**src/rtl/wake_seq_pkg.sv**
```systemverilog
package wake_seq_pkg;

    typedef enum logic [1:0] {
        LPM_SLEEP      = 2'd0,
        LPM_PRI_IDLE   = 2'd1,
        LPM_IDLE_HFINT = 2'd2,
        LPM_IDLE_OTHER = 2'd3
    } lp_mode_e;

    typedef enum logic [2:0] {
        CS_XTAL     = 3'd0,
        CS_XTAL_PLL = 3'd1,
        CS_EXT_RC   = 3'd2,
        CS_LFRC     = 3'd3,
        CS_HFINT    = 3'd4
    } clk_sel_e;

    typedef enum logic [1:0] {
        DLY_NONE    = 2'd0,
        DLY_OST     = 2'd1,
        DLY_OST_PLL = 2'd2,
        DLY_STAB    = 2'd3
    } dly_cls_e;

    typedef enum logic [1:0] {
        ST_LOWPWR = 2'd0,
        ST_EXIT   = 2'd1,
        ST_RUN    = 2'd2
    } seq_st_e;

    // Context latched when a wake is accepted
    typedef struct packed {
        lp_mode_e mode;
        dly_cls_e cls;
    } wake_ctx_t;

    // Counter slots
    localparam int NCNT     = 3;
    localparam int CNT_PREP = 0;
    localparam int CNT_BLK  = 1;
    localparam int CNT_STAB = 2;

    function automatic dly_cls_e classify(lp_mode_e m, logic [2:0] sel);
        dly_cls_e c;
        c = DLY_NONE;
        if (m != LPM_PRI_IDLE) begin
            case (sel)
                CS_XTAL:     c = DLY_OST;
                CS_XTAL_PLL: c = DLY_OST_PLL;
                CS_HFINT:    c = (m == LPM_IDLE_HFINT) ? DLY_NONE : DLY_STAB;
                default:     c = DLY_NONE;
            endcase
        end
        return c;
    endfunction

    function automatic logic uses_xtal(dly_cls_e c);
        return (c == DLY_OST) || (c == DLY_OST_PLL);
    endfunction

    function automatic int unsigned max3(int unsigned a, int unsigned b, int unsigned c);
        int unsigned m;
        m = (a > b) ? a : b;
        return (m > c) ? m : c;
    endfunction

endpackage

```
**src/rtl/wake_dly_counter.sv**
```systemverilog
module wake_dly_counter #(
    parameter int CW = 6
) (
    input  logic          clk,
    input  logic          rst,
    input  logic          load,
    input  logic [CW-1:0] load_val,
    output logic          zero
);
    logic [CW-1:0] cnt;

    always_ff @(posedge clk) begin
        if (rst) begin
            cnt <= '0;
        end else if (load) begin
            cnt <= load_val;
        end else if (cnt != '0) begin
            cnt <= cnt - 1'b1;
        end
    end

    assign zero = (cnt == '0);
endmodule

```
**src/rtl/wake_exit_ctrl.sv**
```systemverilog
module wake_exit_ctrl
    import wake_seq_pkg::*;
#(
    parameter int CW   = 6,
    parameter int TOST = 20,
    parameter int TPLL = 10
) (
    input  logic          clk,
    input  logic          rst,
    input  logic          lp_enter,
    input  logic [1:0]    lp_mode,
    input  logic          wake,
    input  logic [2:0]    clk_sel,
    input  logic          prep_zero,
    input  logic          blk_zero,
    input  logic          stab_zero,
    output logic          cpu_run,
    output logic          osc_rdy,
    output logic          int_stable,
    output logic          wake_acc,
    output logic          load_stab,
    output logic [CW-1:0] blk_val,
    output logic          in_exit
);
    localparam logic [CW-1:0] OST_V = CW'(TOST);
    localparam logic [CW-1:0] PLL_V = CW'(TOST + TPLL);

    seq_st_e   st;
    wake_ctx_t ctx;
    dly_cls_e  cls_now;
    logic      exit_done;
    logic      stab_pend;

    assign cls_now   = classify(ctx.mode, clk_sel);
    assign wake_acc  = (st == ST_LOWPWR) && wake;
    assign in_exit   = (st == ST_EXIT);
    assign exit_done = in_exit && prep_zero && blk_zero;
    assign load_stab = wake_acc && (cls_now == DLY_STAB);
    assign cpu_run   = (st == ST_RUN);

    always_comb begin
        case (cls_now)
            DLY_OST:     blk_val = OST_V;
            DLY_OST_PLL: blk_val = PLL_V;
            default:     blk_val = '0;
        endcase
    end

    always_ff @(posedge clk) begin
        if (rst) begin
            st       <= ST_LOWPWR;
            ctx.mode <= LPM_SLEEP;
            ctx.cls  <= DLY_NONE;
        end else begin
            case (st)
                ST_RUN: begin
                    if (lp_enter) begin
                        st       <= ST_LOWPWR;
                        ctx.mode <= lp_mode_e'(lp_mode);
                    end
                end
                ST_LOWPWR: begin
                    if (wake) begin
                        st      <= ST_EXIT;
                        ctx.cls <= cls_now;
                    end
                end
                ST_EXIT: begin
                    if (exit_done) st <= ST_RUN;
                end
                default: st <= ST_LOWPWR;
            endcase
        end
    end

    always_ff @(posedge clk) begin
        if (rst) begin
            osc_rdy <= 1'b0;
        end else if (wake_acc && uses_xtal(cls_now)) begin
            osc_rdy <= 1'b0;
        end else if (exit_done && uses_xtal(ctx.cls)) begin
            osc_rdy <= 1'b1;
        end
    end

    always_ff @(posedge clk) begin
        if (rst) begin
            int_stable <= 1'b0;
            stab_pend  <= 1'b0;
        end else if (load_stab) begin
            int_stable <= 1'b0;
            stab_pend  <= 1'b1;
        end else if (stab_pend && stab_zero) begin
            int_stable <= 1'b1;
            stab_pend  <= 1'b0;
        end
    end
endmodule

```
**src/rtl/wake_exit_seq.sv**
```systemverilog
module wake_exit_seq
    import wake_seq_pkg::*;
#(
    parameter int TCSD   = 4,
    parameter int TOST   = 20,
    parameter int TPLL   = 10,
    parameter int TIOBST = 30
) (
    input  logic       clk,
    input  logic       rst,
    input  logic       lp_enter,
    input  logic [1:0] lp_mode,
    input  logic       wake,
    input  logic [2:0] clk_sel,
    output logic       cpu_run,
    output logic       osc_rdy,
    output logic       int_stable
);
    localparam int unsigned MAXD = max3(TCSD, TOST + TPLL, TIOBST);
    localparam int          CW   = (MAXD < 2) ? 1 : $clog2(MAXD + 1);

    logic              wake_acc;
    logic              load_stab;
    logic              in_exit;
    logic [CW-1:0]     blk_val;
    logic [NCNT-1:0]   cnt_ld;
    logic [NCNT-1:0]   cnt_zero;
    logic [CW-1:0]     cnt_val [NCNT];

    assign cnt_ld[CNT_PREP]  = wake_acc;
    assign cnt_ld[CNT_BLK]   = wake_acc;
    assign cnt_ld[CNT_STAB]  = load_stab;
    assign cnt_val[CNT_PREP] = CW'(TCSD);
    assign cnt_val[CNT_BLK]  = blk_val;
    assign cnt_val[CNT_STAB] = CW'(TIOBST);

    for (genvar g = 0; g < NCNT; g++) begin : g_cnt
        wake_dly_counter #(.CW(CW)) u_cnt (
            .clk      (clk),
            .rst      (rst),
            .load     (cnt_ld[g]),
            .load_val (cnt_val[g]),
            .zero     (cnt_zero[g])
        );
    end

    wake_exit_ctrl #(.CW(CW), .TOST(TOST), .TPLL(TPLL)) u_ctrl (
        .clk        (clk),
        .rst        (rst),
        .lp_enter   (lp_enter),
        .lp_mode    (lp_mode),
        .wake       (wake),
        .clk_sel    (clk_sel),
        .prep_zero  (cnt_zero[CNT_PREP]),
        .blk_zero   (cnt_zero[CNT_BLK]),
        .stab_zero  (cnt_zero[CNT_STAB]),
        .cpu_run    (cpu_run),
        .osc_rdy    (osc_rdy),
        .int_stable (int_stable),
        .wake_acc   (wake_acc),
        .load_stab  (load_stab),
        .blk_val    (blk_val),
        .in_exit    (in_exit)
    );
endmodule

```
**config.mk**
```make
export PLATFORM = sky130hd
export DESIGN_NAME = wake_exit_seq
export DESIGN_NICKNAME = d
export VERILOG_FILES = /design/src/rtl/wake_seq_pkg.sv /design/src/rtl/wake_dly_counter.sv /design/src/rtl/wake_exit_ctrl.sv /design/src/rtl/wake_exit_seq.sv
export SDC_FILE = /design/constraint.sdc
export NUM_CORES = 1
export LEC_CHECK = 0
export ABC_AREA = 1
export CAP_MARGIN = 5
export CORE_ASPECT_RATIO = 1.1
export CORE_UTILIZATION = 56
export DETAILED_ROUTE_END_ITERATION = 16
export PLACE_DENSITY = 0.88
export SETUP_SLACK_MARGIN = 0.05
export SLEW_MARGIN = 10
export SYNTH_ARGS = -nofsm -noshare
export SYNTH_HDL_FRONTEND = slang
export SYNTH_HIERARCHICAL = 1
export SYNTH_SLANG_ARGS = --single-unit
```
**constraint.sdc**
```tcl
create_clock -name clk -period 1.8 [get_ports clk]
set_input_delay 0.45 -clock clk [delete_from_list [all_inputs] [get_ports clk]]
set_output_delay 0.45 -clock clk [all_outputs]
set_load 0.05 [all_outputs]
```
Yosys cells after proc, flatten, opt, wreduce, memory -nomap -nowiden. Cells that the tools add are included.

Register bits after elaboration: 24. Input port bits: 9. Output and inout port bits: 3.

Add/sub/neg operators: 3. Eq/ne operators: 14. Mux-type cells: 16. Reduce and logical (&&, ||, !) cells: 27.

Operators by type and width (count): $mux W5 (4); $logic_not A5 Y1 (3); $reduce_bool A5 Y1 (3); $sub A5 B1 Y5 const B (3); $pmux W2 S3 (2); $eq A2 B2 Y1 const B (5); $mux W2 (5); $pmux W5 S2 (1); $reduce_bool A2 Y1 (4); $logic_and A1 B1 Y1 (7); $eq A2 B1 Y1 const B (3); $mux W3 (2); $ne A2 B2 Y1 const B (3); $reduce_or A2 Y1 (3); $reduce_and A2 Y1 (2); $eq A3 B1 Y1 const B (1); $eq A3 B3 Y1 const B (1); $logic_not A3 Y1 (1); $reduce_and A3 Y1 (1); $logic_not A2 Y1 (1); $logic_or A1 B1 Y1 (2); $mux W1 (2); $ne A2 B1 Y1 const B (1).

Longest topological paths before layout.
Word-level depth: 8. Depth in mapped cells: 11. Mapped depth without buffers: 11.

Cells and area by module. Netlist, hierarchy kept.

Modules (own cells, without submodules): wake_dly_counter (instances 3, cells each 42, area an instance 290.3 um^2, seq. area each 100.1 um^2); wake_exit_ctrl (instances 1, cells each 77, area an instance 488.0 um^2, seq. area each 180.2 um^2); wake_exit_seq (instances 1, cells each 2, area an instance 7.5 um^2, seq. area each 0.0 um^2).

Worst setup path after synthesis. Ideal clock, no wire load.

Kind: input port to flip-flop. From: in clk_sel[0]. To: reg g_cnt[2].u_cnt.cnt[1]. Setup time: 0.066 ns. Arrival: 1.314 ns. Required time: 1.734 ns. Path slack: 0.420 ns. Stages: 9. Cell sequence: nor2_1 nand2_1 nor2_1 nand2_1 inv_1 inv_2 nand4_1 nand2_1 a21oi_2.

Cells in the longest elaborated chain, start to end: 6.

RTL lines: start: declaration (RTL line wake_exit_seq.sv:14) `input logic [2:0] clk_sel,`; $eq A3 B3 Y1 (tied with other cells) (RTL line wake_seq_pkg.sv:47) `case (sel)`; $pmux W2 S3 (*) (RTL line wake_seq_pkg.sv:47); $mux W2 (*) (RTL line wake_seq_pkg.sv:46) `if (m != LPM_PRI_IDLE) begin`; $eq A2 B2 Y1 (*) (RTL line wake_exit_ctrl.sv:38) `assign load_stab = wake_acc && (cls_now == DLY_STAB);`; $logic_and A1 B1 Y1 (*) (RTL line wake_exit_ctrl.sv:38); via load_stab (RTL line wake_exit_seq.sv:23) `logic load_stab;`; $mux W5 or $reduce_bool A2 Y1 (tied branches); end signal: assignment (RTL line wake_dly_counter.sv:16) `cnt <= load_val;`; end signal: assignment (RTL line wake_dly_counter.sv:18) `cnt <= cnt - 1'b1;`; end: declaration (RTL line wake_dly_counter.sv:10) `logic [CW-1:0] cnt;`.

The timed path passes the listed nets; every way through them passes the cells marked *. A chain may end at the register's enable or synchronous reset.

Final worst setup path.
From: in clk_sel[2]. To: reg g_cnt[2].u_cnt.cnt[0].

Cells in the longest elaborated chain, start to end: 6.

RTL lines (RTL line): $eq A3 B3 Y1 (tied with other cells) (wake_seq_pkg.sv:47); $pmux W2 S3 (*) (wake_seq_pkg.sv:47); $mux W2 (*) (wake_seq_pkg.sv:46); $eq A2 B2 Y1 (*) (wake_exit_ctrl.sv:38); $logic_and A1 B1 Y1 (*) (wake_exit_ctrl.sv:38); via load_stab (wake_exit_seq.sv:23); $reduce_or A2 Y1 (no source line) (*).

Marks and branches as above.

==> metrics.txt <==
# TYPE chip_impl_metric gauge
chip_impl_metric{name="grt_max_degree",unit=""} 18
chip_impl_metric{name="num_antenna_cells",unit=""} 0
chip_impl_metric{name="drt_iter0_drc",unit=""} 17
chip_impl_info{name="clock_root_buffer_master",value="clkbuf_4"} 1
chip_impl_info{name="tritoncts",value="done"} 1
chip_impl_metric{name="avgRoutedWirePerCell",unit="microns"} 9.38
chip_impl_metric{name="period_minus_slack",unit="ns"} 1.55
chip_impl_metric{name="place.detailed.hpwl",unit="microns"} 1860
chip_impl_metric{name="detail_route.vias_per_cell",unit=""} 4.68
chip_impl_info{name="outcome",value="finished clean"} 1
chip_impl_metric{name="first_global_vias",unit=""} 1097
chip_impl_metric{name="total_core_area",unit="sq um"} 2270
chip_impl_metric{name="ys_warn_count",unit=""} 6
chip_impl_metric{name="drc_viols",unit=""} 0
chip_impl_metric{name="drtPass1Iterations",unit=""} 4
chip_impl_metric{name="fill_cell_count",unit=""} 167
chip_impl_metric{name="grt_usage",unit=""} 0.215
chip_impl_metric{name="num_io_pins",unit=""} 12
chip_impl_metric{name="fin_tns_setup",unit="ns"} 0
chip_impl_info{name="layout.cells.most_common",value="nand2_1"} 1
chip_impl_metric{name="timing.final.hold_violations",unit=""} 0
chip_impl_metric{name="drtAntennaViolNets",unit=""} 0
chip_impl_metric{name="combPwrFrac",unit=""} 0.465
chip_impl_info{name="cp-start-kind",value="input port"} 1
chip_impl_metric{name="power_density",unit="nW/um^2"} 1150
chip_impl_info{name="layout.cells.most_common_list",value="nand2_1, inv_1, dfxtp_1"} 1
chip_impl_metric{name="cts.htree.levels",unit=""} 1
chip_impl_metric{name="fin_worst_hold_slack",unit="ns"} 0.486
chip_impl_metric{name="rows",unit=""} 18
chip_impl_metric{name="cts_hold_repair.buffers",unit=""} 0
chip_impl_metric{name="floorplan.initialDensity",unit=""} 0.601
chip_impl_metric{name="fin_skew",unit="ns"} 0.00104
chip_impl_metric{name="tritoncts_num_sinks",unit=""} 24
chip_impl_metric{name="placement.io_buffers",unit=""} 11
chip_impl_metric{name="power.share.clock",unit=""} 0.153
chip_impl_metric{name="switchingPower",unit="uW"} 780
chip_impl_metric{name="die_h",unit="microns"} 53.8
chip_impl_metric{name="drv_cap",unit=""} 0
chip_impl_metric{name="worstHoldPathCells",unit=""} 2
chip_impl_metric{name="fin_crit_sh",unit=""} 0.864
chip_impl_metric{name="timing.critical_path.fanout_max",unit=""} 5
chip_impl_metric{name="vdd_drop_max",unit="uV"} 720
chip_impl_metric{name="finalNonFillerCells",unit=""} 263
chip_impl_metric{name="p_leak",unit="uW"} 0.000778
chip_impl_metric{name="post_synth_inst_count",unit=""} 205
chip_impl_metric{name="critical_path_data_arrival_time",unit="ns"} 1.78
chip_impl_metric{name="floorplan.die.width",unit="microns"} 49.1
chip_impl_metric{name="overflow",unit=""} 0
chip_impl_metric{name="fp.dieArea",unit="sq um"} 2640
chip_impl_metric{name="place.gp.congestion",unit=""} 0.827
chip_impl_metric{name="clk_path_buf_depth",unit=""} 2
chip_impl_metric{name="count_of_pins_over_their_slew_limit",unit=""} 0
chip_impl_metric{name="post_synthesis_sequential_element_count",unit=""} 24
chip_impl_metric{name="synthesis.area_per_instance",unit="sq um"} 6.66
chip_impl_metric{name="post_route_cells_drive_above_1_share",unit=""} 0.206
chip_impl_metric{name="p_seq_frac",unit=""} 0.381
chip_impl_metric{name="yosys.cell_types.count",unit=""} 21
chip_impl_metric{name="number_of_antenna_violations_at_the_first_check_in_global_routing",unit=""} 0
chip_impl_metric{name="switching_share",unit=""} 0.412
chip_impl_metric{name="global_route_wire_length_before_repair",unit="microns"} 4320
chip_impl_metric{name="area_delta_synth_final",unit="%"} 20.1
chip_impl_metric{name="worst_ep_required_time",unit="ns"} 2.03
chip_impl_info{name="timing.setup.critical_path_class",value="in -> reg"} 1
chip_impl_metric{name="cts_buffers",unit=""} 3
chip_impl_metric{name="final_nets",unit=""} 246
chip_impl_metric{name="dp.cells",unit=""} 259
chip_impl_metric{name="internal_power",unit="uW"} 1110
chip_impl_metric{name="final-setup-viol-count",unit=""} 0
chip_impl_metric{name="route.vias.total",unit=""} 1232
chip_impl_metric{name="clock_latency",unit="ns"} 0.32
chip_impl_info{name="category_of_the_worst_setup_path_capture_point",value="flop"} 1
chip_impl_metric{name="routed_wirelength",unit="microns"} 2470
chip_impl_metric{name="synthesis.area",unit="sq um"} 1370
chip_impl_info{name="rsz_0062_raised_after_global_routing",value="false"} 1
chip_impl_info{name="timing.hold.worst.class",value="reg -> reg"} 1
chip_impl_metric{name="reg2reg_depth",unit=""} 10
chip_impl_metric{name="post-cts-setup-buffer-count",unit=""} 0
chip_impl_metric{name="maxClockFrequency",unit="GHz"} 0.643
chip_impl_metric{name="seq_area_frac_synth",unit=""} 0.352
chip_impl_metric{name="cts.clk_slew.worst_paths",unit="ns"} 0.13
## critical path, cell delays in order
cell and delay, ns:
clkdlybuf4s50_1 0.47, inv_1 0.06, nor2_1 0.14, nor2_1 0.07, nand2_1 0.10, inv_2 0.06, inv_2 0.09, nand4_1 0.12
o21ai_0 0.16, nor2_1 0.05
## routing by layer
metal  vias to the layer above  wire length [microns]  GRT usage
li1                        678                      -          -
met5                         -                      0          0
met3                         2                     66     0.0395
met2                        14                   1190      0.388
met1                       538                   1190      0.255
met4                         0                     18     0.0882
## state kept, by name, indices dropped and copies added (netlist names)
register	cells
u_ctrl/st	2
u_ctrl/int_stable	1
u_ctrl/osc_rdy	1
g_cnt.u_cnt/cnt	15
u_ctrl/ctx	4
u_ctrl/stab_pend	1
## final timing paths
kind | from | endpoint | slack, ns
min | g_cnt[0].u_cnt/cnt[4] | g_cnt[0].u_cnt/cnt[4] | 0.49
max reg2reg | g_cnt[1].u_cnt/cnt[0] | u_ctrl/osc_rdy | 0.35
max | clk_sel[2] | g_cnt[2].u_cnt/cnt[0] | 0.25
min reg2reg | g_cnt[0].u_cnt/cnt[4] | g_cnt[0].u_cnt/cnt[4] | 0.49
## Yosys cell counts
cell,count,share of area
nand3_2,6,0.044
o21ai_0,9,0.033
conb_1,3,0.0082
dfxtp_1,24,0.35
nor2_2,5,0.023
nand2_2,5,0.023
ha_1,3,0.027
nand2_1,53,0.15
nor2_1,24,0.066
or2_2,1,0.0046
inv_2,6,0.016
a21oi_1,16,0.059
xor2_1,3,0.019
nand3_1,3,0.011
buf_4,3,0.016
a21oi_2,5,0.032
clkinv_2,3,0.011
nand3b_1,3,0.016
nand4_1,4,0.018
o211ai_1,1,0.0055
inv_1,25,0.069
## per-stage QoR
step	setup slack, ns	area [sq um]	utilization	power, uW
2_1_floorplan	0.420	1400	-	1420
3_3_place_gp	-0.0889	1600	0.703	1570
3_5_place_dp	-0.170	1600	0.703	1600
4_1_cts	0.179	1640	0.719	1900
5_1_grt	0.0904	1640	0.721	2070
6_report	0.246	1640	0.721	1890
## power by group through the flow
stage          sequential (uW)  clock [uW]  combinational (uW)
6_report                   721         290                 880
2_1_floorplan              720           0                 700
5_1_grt                    739         318                1010
3_3_place_gp               731           0                 844
3_5_place_dp               733           0                 864
4_1_cts                    722         302                 875
## area by class of cell
cell class / instances / area [sq um] / share of cell area
inverter: 34 / 131 / 0.0801
clock buffer: 4 / 36.3 / 0.0221
multi-input combinational: 152 / 764 / 0.466
timing repair buffer: 19 / 190 / 0.116
sequential: 24 / 480 / 0.293
tap: 30 / 37.5 / 0.0229
## logic make-up (layout without fill, tap and decap cells)
group | after synthesis | in the layout | share of synthesized area
fa+ha+maj | 3 | 3 | 0.0275
other cells | 3 | 11 | 0.00824
simple gates | 104 | 104 | 0.352
compound gates | 31 | 31 | 0.129
xor+xnor | 3 | 3 | 0.0192
buf+inv | 37 | 57 | 0.113
flops | 24 | 24 | 0.352
## repair_timing
action	in CTS	in global routing
hold endpoints to repair	0	0
endpoints found under the setup margin	0	2
gates resized for setup	0	3
Note: power is estimated with default switching activity, not from simulation.
